### src/rtl/lbk_pkg.sv
package lbk_pkg;
  localparam int PAT_W = 8;
  localparam int LEN_W = 2;
  localparam int MIN_BITS = PAT_W - 3;
  localparam int PH_W = $clog2(PAT_W);
  localparam int NB_W = PH_W + 1;

  typedef struct packed {
    logic [PAT_W-1:0] pat;
    logic [NB_W-1:0]  nbits;
  } code_t;

  function automatic logic [NB_W-1:0] len_to_bits(input logic [LEN_W-1:0] len);
    return NB_W'(MIN_BITS) + NB_W'(len);
  endfunction
endpackage

### src/rtl/lbk_code_sel.sv
module lbk_code_sel
  import lbk_pkg::*;
(
  input  logic             sel_i,
  input  logic [PAT_W-1:0] act_pat_i,
  input  logic [PAT_W-1:0] deact_pat_i,
  input  logic [LEN_W-1:0] act_len_i,
  input  logic [LEN_W-1:0] deact_len_i,
  output code_t            code_o
);
  always_comb begin
    if (sel_i) begin
      code_o.pat   = deact_pat_i;
      code_o.nbits = len_to_bits(deact_len_i);
    end else begin
      code_o.pat   = act_pat_i;
      code_o.nbits = len_to_bits(act_len_i);
    end
  end
endmodule

### src/rtl/lbk_excl_gate.sv
module lbk_excl_gate #(
  parameter int NCH = 8
) (
  input  logic           det_en_i,
  input  logic [NCH-1:0] req_i,
  output logic [NCH-1:0] eff_o
);
  for (genvar c = 0; c < NCH; c++) begin : g_ch
    assign eff_o[c] = req_i[c] & ~det_en_i;
  end
endmodule

### src/rtl/lbk_chan_gen.sv
module lbk_chan_gen
  import lbk_pkg::*;
(
  input  logic  clk,
  input  logic  rst_n,
  input  code_t code_i,
  input  logic  eff_en_i,
  input  logic  tick_i,
  input  logic  tx_in_i,
  output logic  tx_out_o,
  output logic  tx_vld_o
);
  localparam logic [PH_W-1:0] TOP_IDX = PH_W'(PAT_W - 1);

  logic [PH_W-1:0] phase_q;
  logic [PH_W-1:0] bit_idx;
  logic            at_last;

  assign bit_idx = TOP_IDX - phase_q;
  // wrap at the end of the period; also catches a length cut mid-stream
  assign at_last = ({1'b0, phase_q} >= (code_i.nbits - NB_W'(1)));

  always_ff @(posedge clk) begin
    if (!rst_n) begin
      phase_q  <= '0;
      tx_out_o <= 1'b0;
      tx_vld_o <= 1'b0;
    end else begin
      tx_vld_o <= tick_i;
      if (!eff_en_i) begin
        phase_q <= '0;
      end else if (tick_i) begin
        phase_q <= at_last ? '0 : phase_q + PH_W'(1);
      end
      if (tick_i) begin
        tx_out_o <= eff_en_i ? code_i.pat[bit_idx] : tx_in_i;
      end
    end
  end
endmodule

### src/rtl/lbk_code_gen.sv
module lbk_code_gen
  import lbk_pkg::*;
#(
  parameter int NCH = 8
) (
  input  logic             clk,
  input  logic             rst_n,
  input  logic             det_en_i,
  input  logic             code_sel_i,
  input  logic [PAT_W-1:0] act_pat_i,
  input  logic [PAT_W-1:0] deact_pat_i,
  input  logic [LEN_W-1:0] act_len_i,
  input  logic [LEN_W-1:0] deact_len_i,
  input  logic [NCH-1:0]   gen_en_i,
  input  logic [NCH-1:0]   tick_i,
  input  logic [NCH-1:0]   tx_in_i,
  output logic [NCH-1:0]   tx_out_o,
  output logic [NCH-1:0]   tx_vld_o
);
  code_t          cur_code;
  logic [NCH-1:0] eff_en;

  lbk_code_sel u_sel (
    .sel_i       (code_sel_i),
    .act_pat_i   (act_pat_i),
    .deact_pat_i (deact_pat_i),
    .act_len_i   (act_len_i),
    .deact_len_i (deact_len_i),
    .code_o      (cur_code)
  );

  lbk_excl_gate #(.NCH(NCH)) u_gate (
    .det_en_i (det_en_i),
    .req_i    (gen_en_i),
    .eff_o    (eff_en)
  );

  for (genvar c = 0; c < NCH; c++) begin : g_chan
    lbk_chan_gen u_ch (
      .clk      (clk),
      .rst_n    (rst_n),
      .code_i   (cur_code),
      .eff_en_i (eff_en[c]),
      .tick_i   (tick_i[c]),
      .tx_in_i  (tx_in_i[c]),
      .tx_out_o (tx_out_o[c]),
      .tx_vld_o (tx_vld_o[c])
    );
  end
endmodule

### config.mk
export PLATFORM = sky130hd
export DESIGN_NAME = lbk_code_gen
export DESIGN_NICKNAME = d
export VERILOG_FILES = /design/src/rtl/lbk_pkg.sv /design/src/rtl/lbk_code_sel.sv /design/src/rtl/lbk_excl_gate.sv /design/src/rtl/lbk_chan_gen.sv /design/src/rtl/lbk_code_gen.sv
export SDC_FILE = /design/constraint.sdc
export NUM_CORES = 1
export LEC_CHECK = 0
export BUFFER_PORTS_ARGS = -buffer_cell sky130_fd_sc_hd__buf_2
export CAP_MARGIN = 20
export CORE_ASPECT_RATIO = 0.9
export CORE_MARGIN = 10
export CORE_UTILIZATION = 59
export CTS_CLUSTER_DIAMETER = 30
export DETAILED_ROUTE_END_ITERATION = 7
export PLACE_DENSITY_LB_ADDON = 0.25
export SLEW_MARGIN = 20
export SYNTH_ARGS = -nofsm -noshare
export SYNTH_HDL_FRONTEND = slang
export SYNTH_SLANG_ARGS = --single-unit
### constraint.sdc
create_clock -name clk -period 4.4 [get_ports clk]
set_clock_uncertainty 0.1 [all_clocks]
set_input_delay 0.88 -clock clk [delete_from_list [all_inputs] [get_ports clk]]
set_output_delay 0.88 -clock clk [all_outputs]
set_load 0.03 [all_outputs]
==> impl_metrics.toml, run 1 <==
[final_layout]
antenna_cells = 0
area_delta_synth_final_pct = 11.99
drive_gt1_share_pct = 24.79
fin_nets = 426
stdcell_area_um2 = 3143

[synth]
avgSynthCellArea_um2 = 9.171
synth_top_family_by_area = "multiplexers"
synth_top_area_share_pct = 28.53
synth_most_common_cell = "dfxtp_1"
yosys_warnings = 0
ys_top_cells_by_count = "dfxtp_1 (40), nand2_1 (28), a21oi_1 (26), ha_1 (24), inv_1 (20)"
syn-num-nets = 378
netlist_instances = 306
synth_xor_area_share_pct = 2.497
synth_edf_count = 0
synthSimpleGateAreaFrac_pct = 13.91
ys_ff_latch = 40
yosysUniqueCellTypes = 38
synth-seq-area-share_pct = 28.53
synthArstFlopShare_pct = 0
synth-compound-area-share_pct = 15.78
synth_top_area_cell = "dfxtp_1"
synth.mux.area_fraction_pct = 20.29
synthesis.area_um2 = 2806
synth_top_flop_cell = "dfxtp_1"
synth.area.top_cells = "dfxtp_1 (29%), ha_1 (11%), mux4_2 (9.6%)"
synth_fa_ha_area_share_pct = 10.70

[die]
die_y_um = 85.43
start_util_pct = 62.12
num_rows = 23
io_pins = 64
die_x_um = 92.70
die-area_um2 = 7919
core_um2 = 4518

[global_route]
track_usage_pct = 17.72
grt_pass1_vias = 2463
antenna_found_initial = 0
grt_max_degree = 18
overflow = 0
grt_pass1_wl_mm = 11.63

[power]
power_switching_uw = 232.1
power_uw = 814.8
cellLeakagePower_uw = 0.001367
switching_share_pct = 28.48
p_int_uw = 582.7
powerDensity_nw_per_um2 = 259.2
worst_ir_drop_vdd_mv = 0.2275
clkPwrFrac_pct = 30.8
seqPwrFrac_pct = 46.7
pwr-share-comb_pct = 22.5

[sta]
rsz0062_at_grt = "false"
slew-limit-headroom_pct = 41.79
hold_viol = 0
setup_viol = 0
setup_tns_ns = 0
final_max_slew_viol_count = 0
layout_min_cycle_time_ns = 2.674
tightest_slew_ns = 0.8488
fin_crit_sh_pct = 60.77
clock.fmax_mhz = 374.0

[clock_tree]
clkTransAtPathRegs_ns = 0.07
cts_sinks = 40
cts_resized = 0
cts_tree = "yes"
htree_levels = 2
cts_hold_buf = 0
cts_setup_buffers = 0
clk_latency_ns = 0.29
cts_buffers = 5
cts_root_buf = "clkbuf_8"
clk_path_buf_depth = 2

[placed_design]
place_hpwl_mm = 5.258
gp_congestion = 0.8352
placed_cell_area_um2 = 3053
port_buffers = 63

[worst_setup_path]
arrival_ns = 2.80
required_ns = 4.52
end_kind = "flip-flop"
cp-start-kind = "input port"
worstSetupPathType = "input port to flip-flop"
worstPathMaxFanout = 14

[routing]
drt_iter0_markers = 202
routedWlPerCell_um = 16.51
ant_nets = 0
via_per_inst = 5.787
dr.pass1.iters = 4
vias = 2413
drt-total-wl_mm = 6.886
drc = 0

[flow_run]
cap_violations = 0

[min_path]
hp-class = "flip-flop to flip-flop"

[status]
status = "completed"
==> sequential cells by signal, indices dropped and copies added, names as in the netlist <==
register              count
g_chan.u_ch.phase_q      24
g_chan.u_ch.tx_vld_o      8
g_chan.u_ch.tx_out_o      8
==> worst max-delay path, stage by stage <==
cell and delay (ns):
buf_2 0.30, mux2i_1 0.77, ha_1 0.38, a21oi_1 0.20
o211ai_1 0.11, a21oi_1 0.15
==> power groups by stage <==
stage	logic, uW	clock network [uW]	registers [uW]
finish	183	251	380
global route	203	273	382
CTS	183	257	380
detailed placement	182	0	389
global placement	178	0	389
floorplan	134	0	388
==> layer usage <==
layer,track usage [%],up-vias,wire length (um)
li1,-,1193,-
met1,21.90,1134,3019
met2,29.36,75,3304
met3,5.018,11,486
met4,5.042,0,75
met5,0,-,0
==> final cells by class <==
type,instances,area (um^2)
multi-input combinational,222,1773
fill,383,1375
sequential,40,800.8
timing repair buffer,64,322.8
clock buffer,8,90.09
inverter,21,78.83
tap,62,77.57
==> metrics by stage <==
step           setup slack (ns)  hold slack [ns]  util, %  instances
5_1_grt                   1.577           0.3973    69.57        417
3_5_place_dp              1.468           0.3664    67.57        409
2_1_floorplan             2.009           0.3487        -        306
6_report                  1.726           0.3814    69.57        417
3_3_place_gp              1.492           0.3608    67.57        409
4_1_cts                   1.747           0.3797    69.57        417
==> placed cells by master (no fill, tap or decap), types with 3 or more instances in the layout <==
cell / netlist / routed
xor2_1: 4 / 4
dfxtp_1: 40 / 40
inv_1: 20 / 20
nand3_1: 7 / 7
buf_2: 0 / 63
o31a_1: 3 / 3
mux2_2: 6 / 6
nor2b_1: 4 / 4
and2_1: 8 / 8
mux2i_1: 16 / 16
clkbuf_8: 0 / 6
nand2_1: 28 / 28
o211ai_1: 14 / 14
mux2_1: 4 / 4
nand2b_1: 10 / 10
o21ai_0: 10 / 10
nor2_1: 18 / 18
o22ai_1: 3 / 3
mux4_2: 12 / 12
xnor2_1: 4 / 4
ha_1: 24 / 24
a21oi_1: 26 / 26
a211oi_1: 4 / 4
==> logic make-up (layout without fill, tap and decap cells) <==
kind of cell    after synthesis  count (layout)
compound gates               70              70
xor+xnor                      8               8
fa+ha+maj                    24              24
buf+inv                      44              93
flops                        40              40
mux                          39              39
simple gates                 81              81
==> worst paths after layout <==
| check | startpoint | end | slack [ns] | cells after the start |
|---|---|---|---|---|
| worst max-delay path | code_sel_i | g_chan[2].u_ch.phase_q[0] | 1.73 | 6 |
| worst min register to register | g_chan[2].u_ch.phase_q[2] | g_chan[2].u_ch.phase_q[2] | 0.38 | 2 |
| worst max register to register | g_chan[3].u_ch.phase_q[0] | g_chan[3].u_ch.phase_q[2] | 2.78 | 6 |
| worst min-delay path | g_chan[2].u_ch.phase_q[2] | g_chan[2].u_ch.phase_q[2] | 0.38 | 2 |
No activity file was read; power rests on OpenSTA's default activity.
==> run 2: changes to the inputs <==
--- a/config.mk
+++ b/config.mk
@@ -5,11 +5,12 @@
 export SDC_FILE = /design/constraint.sdc
 export NUM_CORES = 1
 export LEC_CHECK = 0
+export ABC_AREA = 1
 export BUFFER_PORTS_ARGS = -buffer_cell sky130_fd_sc_hd__buf_2
 export CAP_MARGIN = 20
 export CORE_ASPECT_RATIO = 0.9
 export CORE_MARGIN = 10
-export CORE_UTILIZATION = 59
+export CORE_UTILIZATION = 55
 export CTS_CLUSTER_DIAMETER = 30
 export DETAILED_ROUTE_END_ITERATION = 7
 export PLACE_DENSITY_LB_ADDON = 0.25
==> constraint.sdc (replaced) <==
create_clock -name clk -period 2.7 [get_ports clk]
set_clock_uncertainty 0.1 [all_clocks]
set_input_delay 0.54 -clock clk [delete_from_list [all_inputs] [get_ports clk]]
set_output_delay 0.54 -clock clk [all_outputs]
set_load 0.03 [all_outputs]
==> run 2 against run 1 <==
  * Final cell count grew 32%
  * Flip-flop and latch count is the same
  * Clock power increased by 65%
  * Register-to-register slack got worse by 1.9 ns
  * Setup slack worse by 1.2 ns
  * Non-clock buffer count grew 2
  * Combinational power up 68%
  * Core utilization fell by 6.3 points
  * Power rose by 65%
  * Hold slack improved by 0.011 ns
  * Die area rose by 8.8%
  * Sequential share of layout area decreased by 1.1 points
  * Critical path type unchanged
  * Critical endpoint is now g_chan[3].u_ch.phase_q[1]
==> impl_metrics.toml, run 2 <==
[clock_tree]
cts_sinks = 40
cts_root_buf = "clkbuf_8"
clk_latency_ns = 0.29
cts_buffers = 5
cts_hold_buf = 0
cts_resized = 0
clkTransAtPathRegs_ns = 0.08
clk_path_buf_depth = 2
cts_setup_buffers = 0
htree_levels = 2
cts_tree = "yes"

[sta]
tightest_slew_ns = 0.4281
hold_viol = 0
clock.fmax_mhz = 459.7
fin_crit_sh_pct = 80.56
rsz0062_at_grt = "false"
final_max_slew_viol_count = 0
slew-limit-headroom_pct = 71.46
whs_ns = 0.3923
layout_min_cycle_time_ns = 2.175
setup_viol = 0
setup_tns_ns = 0

[synth]
synth_top_area_cell = "dfxtp_1"
synth_top_flop_cell = "dfxtp_1"
synth_top_area_share_pct = 27.48
synth_edf_count = 0
synth_most_common_cell = "nand3_1"
ys_ff_latch = 40
synthesis.area_um2 = 2914
avgSynthCellArea_um2 = 6.809
synth-seq-area-share_pct = 27.48
synth.area.top_cells = "dfxtp_1 (27%), nand3_1 (22%), ha_1 (10%)"
yosysUniqueCellTypes = 23
syn-num-nets = 500
netlist_instances = 428
ys_top_cells_by_count = "nand3_1 (126), inv_1 (63), nand2_1 (57), dfxtp_1 (40), a21oi_1 (30)"
yosys_warnings = 0
synthArstFlopShare_pct = 0

[routing]
routedWlPerCell_um = 15.21
vias = 3147
ant_nets = 0
drc = 0
drt-total-wl_mm = 8.368
drt_iter0_markers = 356
dr.pass1.iters = 5
via_per_inst = 5.722

[power]
powerDensity_nw_per_um2 = 409.3
pwr-share-comb_pct = 22.9
power_switching_uw = 417.5
clkPwrFrac_pct = 30.7
cellLeakagePower_uw = 0.001657
p_int_uw = 927.1
worst_ir_drop_vdd_mv = 0.1990
seqPwrFrac_pct = 46.3
switching_share_pct = 31.05

[final_layout]
final_common_cell = "nand3_1"
largest_register_ffs = 24
regArea_um2 = 800.8
drive_gt1_share_pct = 18.01
antenna_cells = 0
top_register = "g_chan.u_ch.phase_q"
multi_input_area_um2 = 1733
stdcell_count = 550
fill_cells = 473
fin_util_pct = 63.28
area_delta_synth_final_pct = 12.75
largestRegisters = "g_chan.u_ch.phase_q x24, g_chan.u_ch.tx_out_o x8, g_chan.u_ch.tx_vld_o x8"
fin_nets = 554
final_cell_mix = "nand3_1 (126), inv_1 (63), buf_2 (63)"

[global_route]
grt_pass1_vias = 3043
grt_pass1_wl_mm = 13.63
track_usage_pct = 18.62
antenna_found_initial = 0
overflow = 0
grt_max_degree = 21

[worst_setup_path]
end_kind = "flip-flop"
required_ns = 2.83
cp-start-kind = "input port"
reg2regPathDepth = 6
worstSetupPathType = "input port to flip-flop"
worstPathMaxFanout = 9
arrival_ns = 2.30

[min_path]
hp-class = "input port to flip-flop"
holdPathStages = 3

[die]
die-area_um2 = 8614
die_y_um = 89.06
io_pins = 64
num_rows = 25
die_x_um = 96.73
core_um2 = 5192
start_util_pct = 56.12

[placed_design]
place_hpwl_mm = 6.191
gp_congestion = 0.9121
place_inst = 542
port_buffers = 63

[status]
status = "completed"

[flow_run]
cap_violations = 0
[run 2: changes by cell type after synthesis, sizes merged, moves of 8 or more]
cell    change
inv        +44
and2        -8
nand3     +122
nand2b     -10
mux4       -13
o211ai     -10
nand2      +37
mux2i      -15
o21ai      +12
mux2       -10
[run 2: final timing paths]
path                                                 from                        end  slack, ns
worst min register to register    g_chan[5].u_ch.tx_out_o    g_chan[5].u_ch.tx_out_o       0.43
worst min-delay path                            tick_i[0]    g_chan[0].u_ch.tx_vld_o       0.39
worst max register to register  g_chan[3].u_ch.phase_q[0]  g_chan[3].u_ch.phase_q[1]       0.85
worst max-delay path                           code_sel_i  g_chan[3].u_ch.phase_q[1]       0.52
[run 2: routing by layer]
metal	wire [um]	part of all wire, %	GRT usage, %	up-vias
met5	0	0	0	-
met4	199	2.4	8.166	0
met3	789	9.4	4.019	22
met2	3900	47	32.65	163
met1	3478	42	21.66	1419
li1	-	-	-	1543
[run 2: layout make-up]
type | instances | share of cell area (%)
clock buffers | 8 | 2.742
inverters | 64 | 7.311
multi-input cells | 305 | 52.74
flip-flops and latches | 40 | 24.37
well taps | 67 | 2.551
repair buffers | 66 | 10.28
[run 2: power groups by stage]
stage          clock network [uW]  registers, uW  logic, uW
3_3_place_gp                    0            635        296
3_5_place_dp                    0            636        303
4_1_cts                       422            622        305
5_1_grt                       447            625        342
2_1_floorplan                   0            633        214
6_report                      413            623        308
[run 2: kinds of logic after synthesis]
family | count (synthesis) | share of synthesized area (%)
DFF | 40 | 27.48
muxes | 1 | 0.3435
and+or+nand+nor | 205 | 33.49
adders and majority gates | 24 | 10.30
xor gates and xnor gates | 7 | 2.104
buffers and inverters | 83 | 13.05
AOI/OAI and AO/OA | 68 | 13.22
[run 2: stage by stage]
| stage | cell area, um^2 | worst slack (ns) | power, uW |
|---|---|---|---|
| finish | 3286 | 0.5249 | 1345 |
| floorplan | 2914 | 0.5005 | 847.8 |
| global placement | 3196 | 0.3484 | 931.3 |
| global route | 3286 | 0.3551 | 1415 |
| CTS | 3286 | 0.5496 | 1350 |
| detailed placement | 3196 | 0.2638 | 938.7 |
[run 2: critical path, stage by stage]
cell and delay (ns):
buf_2 0.20, inv_2 0.11, nand2_1 0.07, nand2_1 0.26, ha_1 0.39, o21a_1 0.18
o21ai_0 0.29, nand3_1 0.11, a21oi_1 0.14
==> run 3: changes to the inputs <==
--- a/config.mk
+++ b/config.mk
@@ -10,7 +10,7 @@
 export CAP_MARGIN = 20
 export CORE_ASPECT_RATIO = 0.9
 export CORE_MARGIN = 10
-export CORE_UTILIZATION = 55
+export CORE_UTILIZATION = 50
 export CTS_CLUSTER_DIAMETER = 30
 export DETAILED_ROUTE_END_ITERATION = 7
 export PLACE_DENSITY_LB_ADDON = 0.25
==> constraint.sdc (replaced) <==
create_clock -name clk -period 1.85 [get_ports clk]
set_clock_uncertainty 0.1 [all_clocks]
set_input_delay 0.37 -clock clk [delete_from_list [all_inputs] [get_ports clk]]
set_output_delay 0.37 -clock clk [all_outputs]
set_load 0.03 [all_outputs]
==> run 3 against run 2 <==
  * Hold slack worse by 0.18 ns
  * Setup slack got worse by 0.41 ns
  * Critical endpoint is now g_chan[0].u_ch.phase_q[0]
  * Core utilization down 3.2 points
  * Flip-flop and latch count did not move
  * Die area up 7.8%
  * Combinational power up 55%
==> impl_metrics.toml, run 3 (synthesis results as in run 2) <==
[status]
status = "completed"

[sta]
final_max_slew_viol_count = 0
tightest_slew_ns = 0.4064
hold_viol = 0
slew-limit-headroom_pct = 72.88
layout_min_cycle_time_ns = 1.738
clock.fmax_mhz = 575.3
setup_viol = 0
fin_crit_sh_pct = 93.96
setup_tns_ns = 0

[worst_setup_path]
end_kind = "flip-flop"
worstSetupPathType = "input port to flip-flop"
slowest_stage = "o211ai_1"
required_ns = 1.92
worstPathMaxFanout = 5
arrival_ns = 1.80
crit_chain = "buf_2 > mux2i_4 > buf_4 > ha_1 > a21boi_0 > o21ai_1 > o211ai_1 > a21oi_1"
cp_slowest_stage_delay_ns = 0.31
cp-start-kind = "input port"

[clock_tree]
cts_buffers = 5
clk_latency_ns = 0.29
clk_path_buf_depth = 2
cts_sinks = 40
cts_hold_buf = 0
cts_root_buf = "clkbuf_8"
clkTransAtPathRegs_ns = 0.07
htree_levels = 2
cts_tree = "yes"
cts_setup_buffers = 0

[final_layout]
fin_nets = 569
largestRegisters = "g_chan.u_ch.phase_q x24, g_chan.u_ch.tx_out_o x8, g_chan.u_ch.tx_vld_o x8"
antenna_cells = 0
largest_register_ffs = 24
area_delta_synth_final_pct = 16.70
drive_gt1_share_pct = 20.81
top_register = "g_chan.u_ch.phase_q"
stdcell_area_um2 = 3401
final_cell_mix = "nand3_1 (126), inv_1 (63), buf_2 (63)"
final_common_cell = "nand3_1"

[routing]
drt-total-wl_mm = 8.461
dr.pass1.iters = 6
via_per_inst = 5.547
routedWlPerCell_um = 14.98
vias = 3134
drc = 0
ant_nets = 0
drt_iter0_markers = 321

[global_route]
overflow = 0
grt_max_degree = 14
track_usage_pct = 17.96
grt_pass1_wl_mm = 14.12
antenna_found_initial = 0
grt_pass1_vias = 3017

[placed_design]
port_buffers = 63
placed_cell_area_um2 = 3324
gp_congestion = 0.9863
place_hpwl_mm = 6.346

[power]
worst_ir_drop_vdd_mv = 0.4296
cellLeakagePower_uw = 0.001723
powerDensity_nw_per_um2 = 558.6

[die]
die-area_um2 = 9286
num_rows = 26
start_util_pct = 51.48
die_x_um = 100.5
io_pins = 64
core_um2 = 5660
die_y_um = 92.43

[min_path]
hp-class = "input port to flip-flop"

[flow_run]
cap_violations = 0
run 3: final cells by class:
| type | count | area, um^2 |
|---|---|---|
| timing repair buffer | 81 | 450.4 |
| tap | 70 | 87.58 |
| sequential | 40 | 800.8 |
| inverter | 64 | 240.2 |
| fill | 570 | 2260 |
| multi-input combinational | 305 | 1753 |
| clock buffer | 5 | 68.82 |
run 3: final timing paths:
path                               end  slack, ns                 startpoint  cells after the start
max          g_chan[0].u_ch.phase_q[0]       0.11                 code_sel_i                      8
min            g_chan[5].u_ch.tx_vld_o       0.22                  tick_i[5]                      3
min reg2reg    g_chan[5].u_ch.tx_out_o       0.43    g_chan[5].u_ch.tx_out_o                      2
max reg2reg  g_chan[0].u_ch.phase_q[0]       0.17  g_chan[0].u_ch.phase_q[0]                      7
run 3: power breakdown:
group	total, uW	switching, uW	leakage (uW)	internal, uW
clock network	521	278	0.0000359	243
logic	477	300	0.00136	177
registers	902	11.6	0.000327	890
run 3: worst max-delay path: cells and delay by family:
| kind | cells | cell delay (ns) |
|---|---|---|
| AO/OA/AOI/OAI | 4 | 0.67 |
| buffers and inverters | 2 | 0.30 |
| adder cells (fa/ha/maj) | 1 | 0.26 |
| multiplexers | 1 | 0.19 |
run 3: stage by stage:
step | worst slack [ns] | cells | hold slack, ns | utilization (%) | power, uW
4_1_cts | 0.09443 | 565 | 0.2164 | 59.99 | 1906
2_1_floorplan | 0.02165 | 428 | 0.3635 | - | 1240
6_report | 0.1117 | 565 | 0.2155 | 60.08 | 1900
3_5_place_dp | -0.3238 | 560 | 0.4196 | 58.73 | 1390
5_1_grt | -0.01697 | 565 | 0.2403 | 60.08 | 2009
3_3_place_gp | -0.2149 | 560 | 0.4088 | 58.73 | 1381
run 3: per-layer routing:
metal	up-vias	wire length, um	GRT usage (%)
met4	0	174	7.176
met2	143	3953	28.85
met1	1400	3529	22.49
met3	23	803	4.309
li1	1568	-	-
met5	-	0	0
run 3: timing repair:
action | CTS | global route
pin swaps | 1 | 1
resized for setup | 1 | 4
setup endpoints to repair | 4 | 12
hold endpoints to repair | 0 | 0
